===== src/rtl/evmon_pkg.sv =====
package evmon_pkg;
  localparam logic [7:0] ST_OK        = 8'd0;
  localparam logic [7:0] ST_BAD_GROUP = 8'd1;
  localparam logic [7:0] ST_BAD_UNIT  = 8'd2;
  localparam logic [7:0] ST_BAD_CTR   = 8'd3;
  localparam logic [7:0] ST_BAD_REG   = 8'd4;
  localparam logic [7:0] ST_BAD_CMD   = 8'd5;
  localparam logic [7:0] ST_RDONLY    = 8'd6;
  localparam logic [7:0] ST_NOSEC     = 8'd7;

  localparam logic [7:0] IX_CNT    = 8'd0;
  localparam logic [7:0] IX_TYPE   = 8'd1;
  localparam logic [7:0] IX_EN_SET = 8'd2;
  localparam logic [7:0] IX_EN_CLR = 8'd3;
  localparam logic [7:0] IX_OV_SET = 8'd4;
  localparam logic [7:0] IX_OV_CLR = 8'd5;
  localparam logic [7:0] IX_CTRL   = 8'd6;
  localparam logic [7:0] IX_IE_SET = 8'd7;
  localparam logic [7:0] IX_IE_CLR = 8'd8;
  localparam logic [7:0] IX_UNITS  = 8'd9;
  localparam logic [7:0] IX_EVID0  = 8'd10;
  localparam logic [7:0] IX_EVID1  = 8'd11;
  localparam logic [7:0] IX_FEAT   = 8'd12;
  localparam logic [7:0] IX_SEC    = 8'd13;

  typedef struct packed {
    logic        wrCnt;
    logic        wrType;
    logic        enSet;
    logic        enClr;
    logic        ovSet;
    logic        ovClr;
    logic        ieSet;
    logic        ieClr;
    logic        wrCtrl;
    logic        wrSec;
    logic [7:0]  ctr;
    logic [31:0] data;
  } strobe_t;
endpackage


===== src/rtl/evmon_ctrl.sv =====
module evmon_ctrl
  import evmon_pkg::*;
#(
  parameter int NUM_CNT = 6
) (
  input  logic        clk,
  input  logic        rstN,
  input  logic        reqValid,
  input  logic [31:0] reqWord,
  input  logic [31:0] reqData,
  input  logic        secureIn,
  input  logic [31:0] rdData,
  output strobe_t     stb,
  output logic [7:0]  rdIdx,
  output logic [7:0]  rdCtr,
  output logic        rspValid,
  output logic [31:0] rspData,
  output logic [31:0] rspStatus
);
  logic [7:0] cmd, idx, ctr, status;
  logic [3:0] grp, unit;
  logic       isWrite, doWrite;

  assign cmd  = reqWord[7:0];
  assign grp  = reqWord[11:8];
  assign unit = reqWord[15:12];
  assign idx  = reqWord[23:16];
  assign ctr  = reqWord[31:24];
  assign isWrite = (cmd == 8'd1);

  // ordered field checks
  always_comb begin
    if (cmd > 8'd1)                                    status = ST_BAD_CMD;
    else if (grp != 4'd0)                              status = ST_BAD_GROUP;
    else if (unit != 4'd0)                             status = ST_BAD_UNIT;
    else if (idx > IX_SEC)                             status = ST_BAD_REG;
    else if (idx <= IX_TYPE && ctr >= 8'(NUM_CNT))     status = ST_BAD_CTR;
    else if (isWrite && idx >= IX_UNITS && idx <= IX_FEAT) status = ST_RDONLY;
    else if (idx == IX_SEC && !secureIn)               status = ST_NOSEC;
    else                                               status = ST_OK;
  end

  assign doWrite = reqValid && (status == ST_OK) && isWrite;
  assign rdIdx = idx;
  assign rdCtr = ctr;

  always_comb begin
    stb        = '0;
    stb.ctr    = ctr;
    stb.data   = reqData;
    stb.wrCnt  = doWrite && idx == IX_CNT;
    stb.wrType = doWrite && idx == IX_TYPE;
    stb.enSet  = doWrite && idx == IX_EN_SET;
    stb.enClr  = doWrite && idx == IX_EN_CLR;
    stb.ovSet  = doWrite && idx == IX_OV_SET;
    stb.ovClr  = doWrite && idx == IX_OV_CLR;
    stb.wrCtrl = doWrite && idx == IX_CTRL;
    stb.ieSet  = doWrite && idx == IX_IE_SET;
    stb.ieClr  = doWrite && idx == IX_IE_CLR;
    stb.wrSec  = doWrite && idx == IX_SEC;
  end

  always_ff @(posedge clk) begin
    if (!rstN) begin
      rspValid  <= 1'b0;
      rspData   <= '0;
      rspStatus <= '0;
    end else begin
      rspValid <= reqValid;
      if (reqValid) begin
        rspStatus <= {24'b0, status};
        rspData   <= (status == ST_OK && !isWrite) ? rdData : 32'b0;
      end
    end
  end

  a_r3_valid_follows: assert property (@(posedge clk) disable iff (!rstN)
    reqValid |=> rspValid);
  a_r3_no_spurious: assert property (@(posedge clk) disable iff (!rstN)
    !reqValid |=> !rspValid);
  a_r2_reject_zero: assert property (@(posedge clk) disable iff (!rstN)
    (rspValid && rspStatus[7:0] != ST_OK) |-> rspData == 32'b0);
  a_r2_one_strobe: assert property (@(posedge clk) disable iff (!rstN)
    $onehot0({stb.wrCnt, stb.wrType, stb.enSet, stb.enClr, stb.ovSet,
              stb.ovClr, stb.ieSet, stb.ieClr, stb.wrCtrl, stb.wrSec}));
endmodule


===== src/rtl/evmon_dp.sv =====
module evmon_dp
  import evmon_pkg::*;
#(
  parameter int          NUM_CNT      = 6,
  parameter int          NUM_EVENTS   = 16,
  parameter logic [31:0] FEATURE_WORD = 32'h0000_0011
) (
  input  logic                  clk,
  input  logic                  rstN,
  input  strobe_t               stb,
  input  logic [7:0]            rdIdx,
  input  logic [7:0]            rdCtr,
  input  logic [NUM_EVENTS-1:0] evIn,
  output logic [31:0]           rdData,
  output logic                  irqOut
);
  localparam logic [4:0] N_FIELD = 5'(NUM_CNT);

  logic [31:0]        cnt    [NUM_CNT];
  logic [9:0]         evtSel [NUM_CNT];
  logic [3:0]         coreSel[NUM_CNT];
  logic [NUM_CNT-1:0] enV, ovV, ieV, hit, incV, wrapV, swWr;
  logic               ctrlE, secBit, pRst;
  logic [NUM_CNT-1:0] maskV;

  assign pRst  = stb.wrCtrl && stb.data[1];
  assign maskV = stb.data[NUM_CNT-1:0];

  always_comb begin
    for (int i = 0; i < NUM_CNT; i++) begin
      hit[i] = 1'b0;
      for (int j = 0; j < NUM_EVENTS; j++)
        if (evtSel[i] == 10'(j)) hit[i] = evIn[j];
    end
  end

  for (genvar i = 0; i < NUM_CNT; i++) begin : gCtr
    assign swWr[i]  = stb.wrCnt && stb.ctr == 8'(i);
    assign incV[i]  = ctrlE && enV[i] && hit[i];
    assign wrapV[i] = incV[i] && !pRst && !swWr[i] && (&cnt[i]);

    always_ff @(posedge clk) begin
      if (!rstN)        cnt[i] <= '0;
      else if (swWr[i]) cnt[i] <= stb.data;
      else if (pRst)    cnt[i] <= '0;
      else if (incV[i]) cnt[i] <= cnt[i] + 32'd1;
    end

    always_ff @(posedge clk) begin
      if (!rstN) begin
        evtSel[i]  <= '0;
        coreSel[i] <= '0;
      end else if (stb.wrType && stb.ctr == 8'(i)) begin
        evtSel[i]  <= stb.data[9:0];
        coreSel[i] <= stb.data[19:16];
      end
    end

    a_r5_wrap: assert property (@(posedge clk) disable iff (!rstN)
      ((&cnt[i]) && incV[i] && !pRst && !swWr[i]) |=> (cnt[i] == 32'd0 && ovV[i]));
    a_r6_write_wins: assert property (@(posedge clk) disable iff (!rstN)
      swWr[i] |=> cnt[i] == $past(stb.data));
    a_r4_hold_off: assert property (@(posedge clk) disable iff (!rstN)
      (!ctrlE && !pRst && !swWr[i]) |=> $stable(cnt[i]));
  end

  always_ff @(posedge clk) begin
    if (!rstN) begin
      enV <= '0; ovV <= '0; ieV <= '0; ctrlE <= 1'b0; secBit <= 1'b0;
    end else begin
      enV <= (enV | (stb.enSet ? maskV : '0)) & ~(stb.enClr ? maskV : '0);
      ieV <= (ieV | (stb.ieSet ? maskV : '0)) & ~(stb.ieClr ? maskV : '0);
      ovV <= ((ovV | (stb.ovSet ? maskV : '0)) & ~(stb.ovClr ? maskV : '0)) | wrapV;
      if (stb.wrCtrl) ctrlE  <= stb.data[0];
      if (stb.wrSec)  secBit <= stb.data[0];
    end
  end

  assign irqOut = |(ovV & ieV);

  logic [31:0] selCnt, selType, idLo, idHi;
  always_comb begin
    selCnt  = '0;
    selType = '0;
    for (int i = 0; i < NUM_CNT; i++)
      if (rdCtr == 8'(i)) begin
        selCnt  = cnt[i];
        selType = {12'b0, coreSel[i], 6'b0, evtSel[i]};
      end
    for (int j = 0; j < 32; j++) begin
      idLo[j] = (j < NUM_EVENTS);
      idHi[j] = (j + 32 < NUM_EVENTS);
    end
  end

  always_comb begin
    case (rdIdx)
      IX_CNT:                 rdData = selCnt;
      IX_TYPE:                rdData = selType;
      IX_EN_SET, IX_EN_CLR:   rdData = 32'(enV);
      IX_OV_SET, IX_OV_CLR:   rdData = 32'(ovV);
      IX_IE_SET, IX_IE_CLR:   rdData = 32'(ieV);
      IX_CTRL:                rdData = {8'h4E, 8'h00, N_FIELD, 9'b0, 1'b0, ctrlE};
      IX_UNITS:               rdData = 32'd1;
      IX_EVID0:               rdData = idLo;
      IX_EVID1:               rdData = idHi;
      IX_FEAT:                rdData = FEATURE_WORD;
      IX_SEC:                 rdData = {31'b0, secBit};
      default:                rdData = '0;
    endcase
  end

  a_r10_irq_needs_ovf: assert property (@(posedge clk) disable iff (!rstN)
    irqOut |-> (ovV != '0));
endmodule


===== src/rtl/uncore_evmon.sv =====
module uncore_evmon
  import evmon_pkg::*;
#(
  parameter int          NUM_CNT      = 6,
  parameter int          NUM_EVENTS   = 16,
  parameter logic [31:0] FEATURE_WORD = 32'h0000_0011
) (
  input  logic                  clk,
  input  logic                  rstN,
  input  logic                  reqValid,
  input  logic [31:0]           reqWord,
  input  logic [31:0]           reqData,
  input  logic                  secureIn,
  input  logic [NUM_EVENTS-1:0] evIn,
  output logic                  rspValid,
  output logic [31:0]           rspData,
  output logic [31:0]           rspStatus,
  output logic                  irqOut
);
  strobe_t     stb;
  logic [7:0]  rdIdx, rdCtr;
  logic [31:0] rdData;

  evmon_ctrl #(.NUM_CNT(NUM_CNT)) uCtrl (
    .clk(clk), .rstN(rstN), .reqValid(reqValid), .reqWord(reqWord),
    .reqData(reqData), .secureIn(secureIn), .rdData(rdData), .stb(stb),
    .rdIdx(rdIdx), .rdCtr(rdCtr), .rspValid(rspValid), .rspData(rspData),
    .rspStatus(rspStatus)
  );

  evmon_dp #(.NUM_CNT(NUM_CNT), .NUM_EVENTS(NUM_EVENTS),
             .FEATURE_WORD(FEATURE_WORD)) uDp (
    .clk(clk), .rstN(rstN), .stb(stb), .rdIdx(rdIdx), .rdCtr(rdCtr),
    .evIn(evIn), .rdData(rdData), .irqOut(irqOut)
  );
endmodule


===== config.mk =====
export PLATFORM = sky130hd
export DESIGN_NAME = uncore_evmon
export DESIGN_NICKNAME = d
export VERILOG_FILES = /design/src/rtl/evmon_pkg.sv /design/src/rtl/evmon_ctrl.sv /design/src/rtl/evmon_dp.sv /design/src/rtl/uncore_evmon.sv
export SDC_FILE = /design/constraint.sdc
export NUM_CORES = 1
export LEC_CHECK = 0
export BUFFER_PORTS_ARGS = -buffer_cell sky130_fd_sc_hd__buf_2
export CORE_MARGIN = 8
export CORE_UTILIZATION = 30
export CTS_BUF_LIST = sky130_fd_sc_hd__clkbuf_16
export DETAILED_ROUTE_END_ITERATION = 16
export HOLD_SLACK_MARGIN = 0.06
export REMOVE_ABC_BUFFERS = 1
export SLEW_MARGIN = 15
export SYNTH_ARGS = -nofsm -noshare
export SYNTH_HDL_FRONTEND = slang
export SYNTH_SLANG_ARGS = --single-unit

===== constraint.sdc =====
create_clock -name clk -period 9.7 [get_ports clk]
set_clock_uncertainty 0.1 [all_clocks]
set_input_delay 0.97 -clock clk [delete_from_list [all_inputs] [get_ports clk]]
set_output_delay 0.97 -clock clk [all_outputs]
set_load 0.02 [all_outputs]

==> flow_metrics.tcl <==
set metrics [dict create \
    outcome "completed" \
    tritoncts "built" \
    timing.hold.ws_ns 0.3444 \
    synth_edf_count 276 \
    clk_latency_ns 0.57 \
    synth_fa_ha_area_share_pct 0.3629 \
    peakVddDrop_mv 0.1067 \
    cts_sinks 332 \
    routed_wl_um 70410 \
    finalCriticalPeriod_ns 4.246 \
    powerDensity_nw_per_um2 144.6 \
    synth_compound_area_share_pct 13.20 \
    fmax_mhz 235.5 \
    num_io_pins 150 \
    maxSlewHeadroom_pct 19.83 \
    synth_warnings 0 \
    syn_to_final_growth_pct 12.08 \
    rsz0062_at_grt "no" \
    stdcell_count 3139 \
    grt_first_pass_wirelength_um 105800 \
    hold_class "reg2reg" \
    viasPerCell 5.581 \
    async_flop_share_pct 0 \
    hold_buffers 0 \
    setup_slack_ns 5.454 \
    synth.area.mux_share_pct 7.578 \
    drc 0 \
    avgSynthCellArea_um2 9.499 \
    drive_above_1_share_pct 13.44 \
    path_class "in2reg" \
    synth_largest_area_cell "edfxtp_1" \
    post_cts_resized 0 \
    start_util_pct 30.22 \
    gp_congestion 0.8897 \
    fin_crit_sh_pct 43.77 \
    worstMarginPinSlew_ns 1.199 \
    clkTransAtPathRegs_ns 0.06 \
    drv_slew 0 \
    arrival_ns 4.42 \
    grt_max_degree 55 \
    cpMaxStageDelayCell "nor4_2" \
    coreArea_um2 68470 \
    dr.pass1.iters 6 \
    finalSetupViolations 0 \
    grt-ovfl-total 0 \
    antenna_left 0 \
    fin_nets 2314 \
    hold_viol_final 0 \
    route.met3.wl_um 5628 \
    dp_cells 3065 \
    ys_seq_area_share_pct 45.48 \
    synthTopCellsByArea "edfxtp_1 40%, nand2_1 6.0%, dfxtp_1 5.4%" \
    first_global_vias 16850 \
    dieArea_um2 77620 \
    yosysMostFrequentCell "nand2_1" \
    grt_usage_pct 17.39 \
    fp.dieH_um 278.6 \
    cp-start-kind "primary input" \
    num_rows 96 \
    vias 17520 \
    die_x_um 278.6 \
    synthFlopType "edfxtp_1" \
    cap_violations 0 \
    cpPeakStageDelay_ns 0.86 \
    dp_hpwl_um 49760 \
    cts_setup_buffers 0 \
    ys_ff_latch 332 \
    endpoint_kind "register" \
    max-clock-path-buffers 3 \
    cts_made_buffers 39 \
    synth.distinct_cells 78 \
    fin_setup_tns_ns 0 \
    crit_required_ns 9.87 \
    port-buffer-count 120 \
    synth_top_family_by_area "simple AND/OR/NAND/NOR gates" \
    synthesis.area_um2 20690 \
    cts-root-buf "clkbuf_16" \
    wl_met2_um 32180 \
    routedWlPerCell_um 22.43 \
    antenna_found_initial 7 \
    crit_chain "buf_2, nor4_2, nand3_1, o31ai_2, nand2_2, nand4_2, or2_2, a21oi_1" \
    report.power.total_mw 3.353 \
    cp_max_fo 49 \
    post-place-ws_ns 4.976 \
    top_layer "met5" \
    ys_top_cells_by_count "330 x nand2_1, 276 x edfxtp_1, 198 x o21ai_0" \
    met1_length_um 30230 \
    leakage_nw 7.641 \
    synth-simple-area-share_pct 21.34 \
    synthXorXnorAreaFrac_pct 7.663 \
    syn_inst 2178 \
    synth_top_area_share_pct 40.06 \
    drt_iter0_markers 1767 \
    htreeDepth 2 \
]
-- critical path: cells and delay by family --
family          cells  cell delay [ns]
simple gates        5             2.80
compound gates      2             0.53
buf+inv             1             0.11
-- cells in the final DEF (no fill, tap or decap), types with 8 or more instances in the layout --
cell and count:
nor2b_1 13, buf_2 119, and3_1 37, nand2_1 330, xnor2_1 72, nor4_1 13, o211ai_1 16, o21ai_2 14
edfxtp_1 276, o21ai_1 56, conb_1 29, a31oi_1 15, mux2i_1 43, and4_1 16, buf_4 26, clkbuf_16 40
o21ai_0 193, dfxtp_1 56, mux4_2 49, nand2b_1 26, nor3_1 33, a211oi_1 24, a21oi_1 79, or2_2 8
nand3_1 115, nand4_1 42, inv_1 44, xor2_1 109, nor2_1 128, and2_1 96
-- final cells by class --
cell class / instances / area, um2
timing repair buffer: 146 / 802.0
fill: 6875 / 45280
inverter: 27 / 101.3
sequential: 332 / 9409
tap: 882 / 1104
antenna: 3 / 7.507
multi-input combinational: 1678 / 10560
clock buffer: 40 / 1001
clock inverter: 31 / 206.4
-- stage by stage --
stage               instance area, um2  utilization, %
finish                           23190           33.87
global route                     23180           33.86
detailed placement               21960           32.07
global placement                 21960           32.07
floorplan                        19990               -
CTS                              23160           33.83
-- worst paths after layout --
check               startpoint                end  slack (ns)  depth (start not counted)
min          uCtrl.rspData[26]  uCtrl.rspData[26]        0.34                          2
max reg2reg   uDp.evtSel[4][9]     uDp.cnt[2][27]        5.52                          7
max                reqWord[22]     uDp.cnt[2][27]        5.45                          8
min reg2reg  uCtrl.rspData[26]  uCtrl.rspData[26]        0.34                          2
-- sequential cells by signal, indices dropped and copies added, names as in the netlist, 3 cells and up --
| name | count |
|---|---|
| uDp.enV | 6 |
| uDp.ovV | 6 |
| uDp.evtSel | 60 |
| uCtrl.rspData | 32 |
| uDp.coreSel | 24 |
| uDp.ieV | 6 |
| uCtrl.rspStatus | 3 |
| uDp.cnt | 192 |
-- routing by layer --
layer | track usage, % | vias up
met5 | 0 | -
met4 | 6.190 | 4
met3 | 3.149 | 140
met2 | 27.60 | 817
met1 | 23.62 | 8631
li1 | - | 7926
-- report_power, final --
group / total, mW / leakage [nW] / internal [mW] / switching (mW)
Clock: 1.43 / 0.648 / 0.803 / 0.623
Sequential: 1.66 / 3.17 / 1.59 / 0.0655
Combinational: 0.267 / 3.83 / 0.0961 / 0.171
-- cells by family (layout without fill, tap and decap cells) --
group / Yosys count / count (layout)
AND/OR/NAND/NOR: 903 / 903
other: 1 / 32
flip-flops: 332 / 332
multiplexers: 95 / 95
AO/OA/AOI/OAI: 464 / 464
buffers and inverters: 196 / 244
XOR/XNOR: 181 / 181
adder cells (fa/ha/maj): 6 / 6
(Power assumes the default switching activity.)
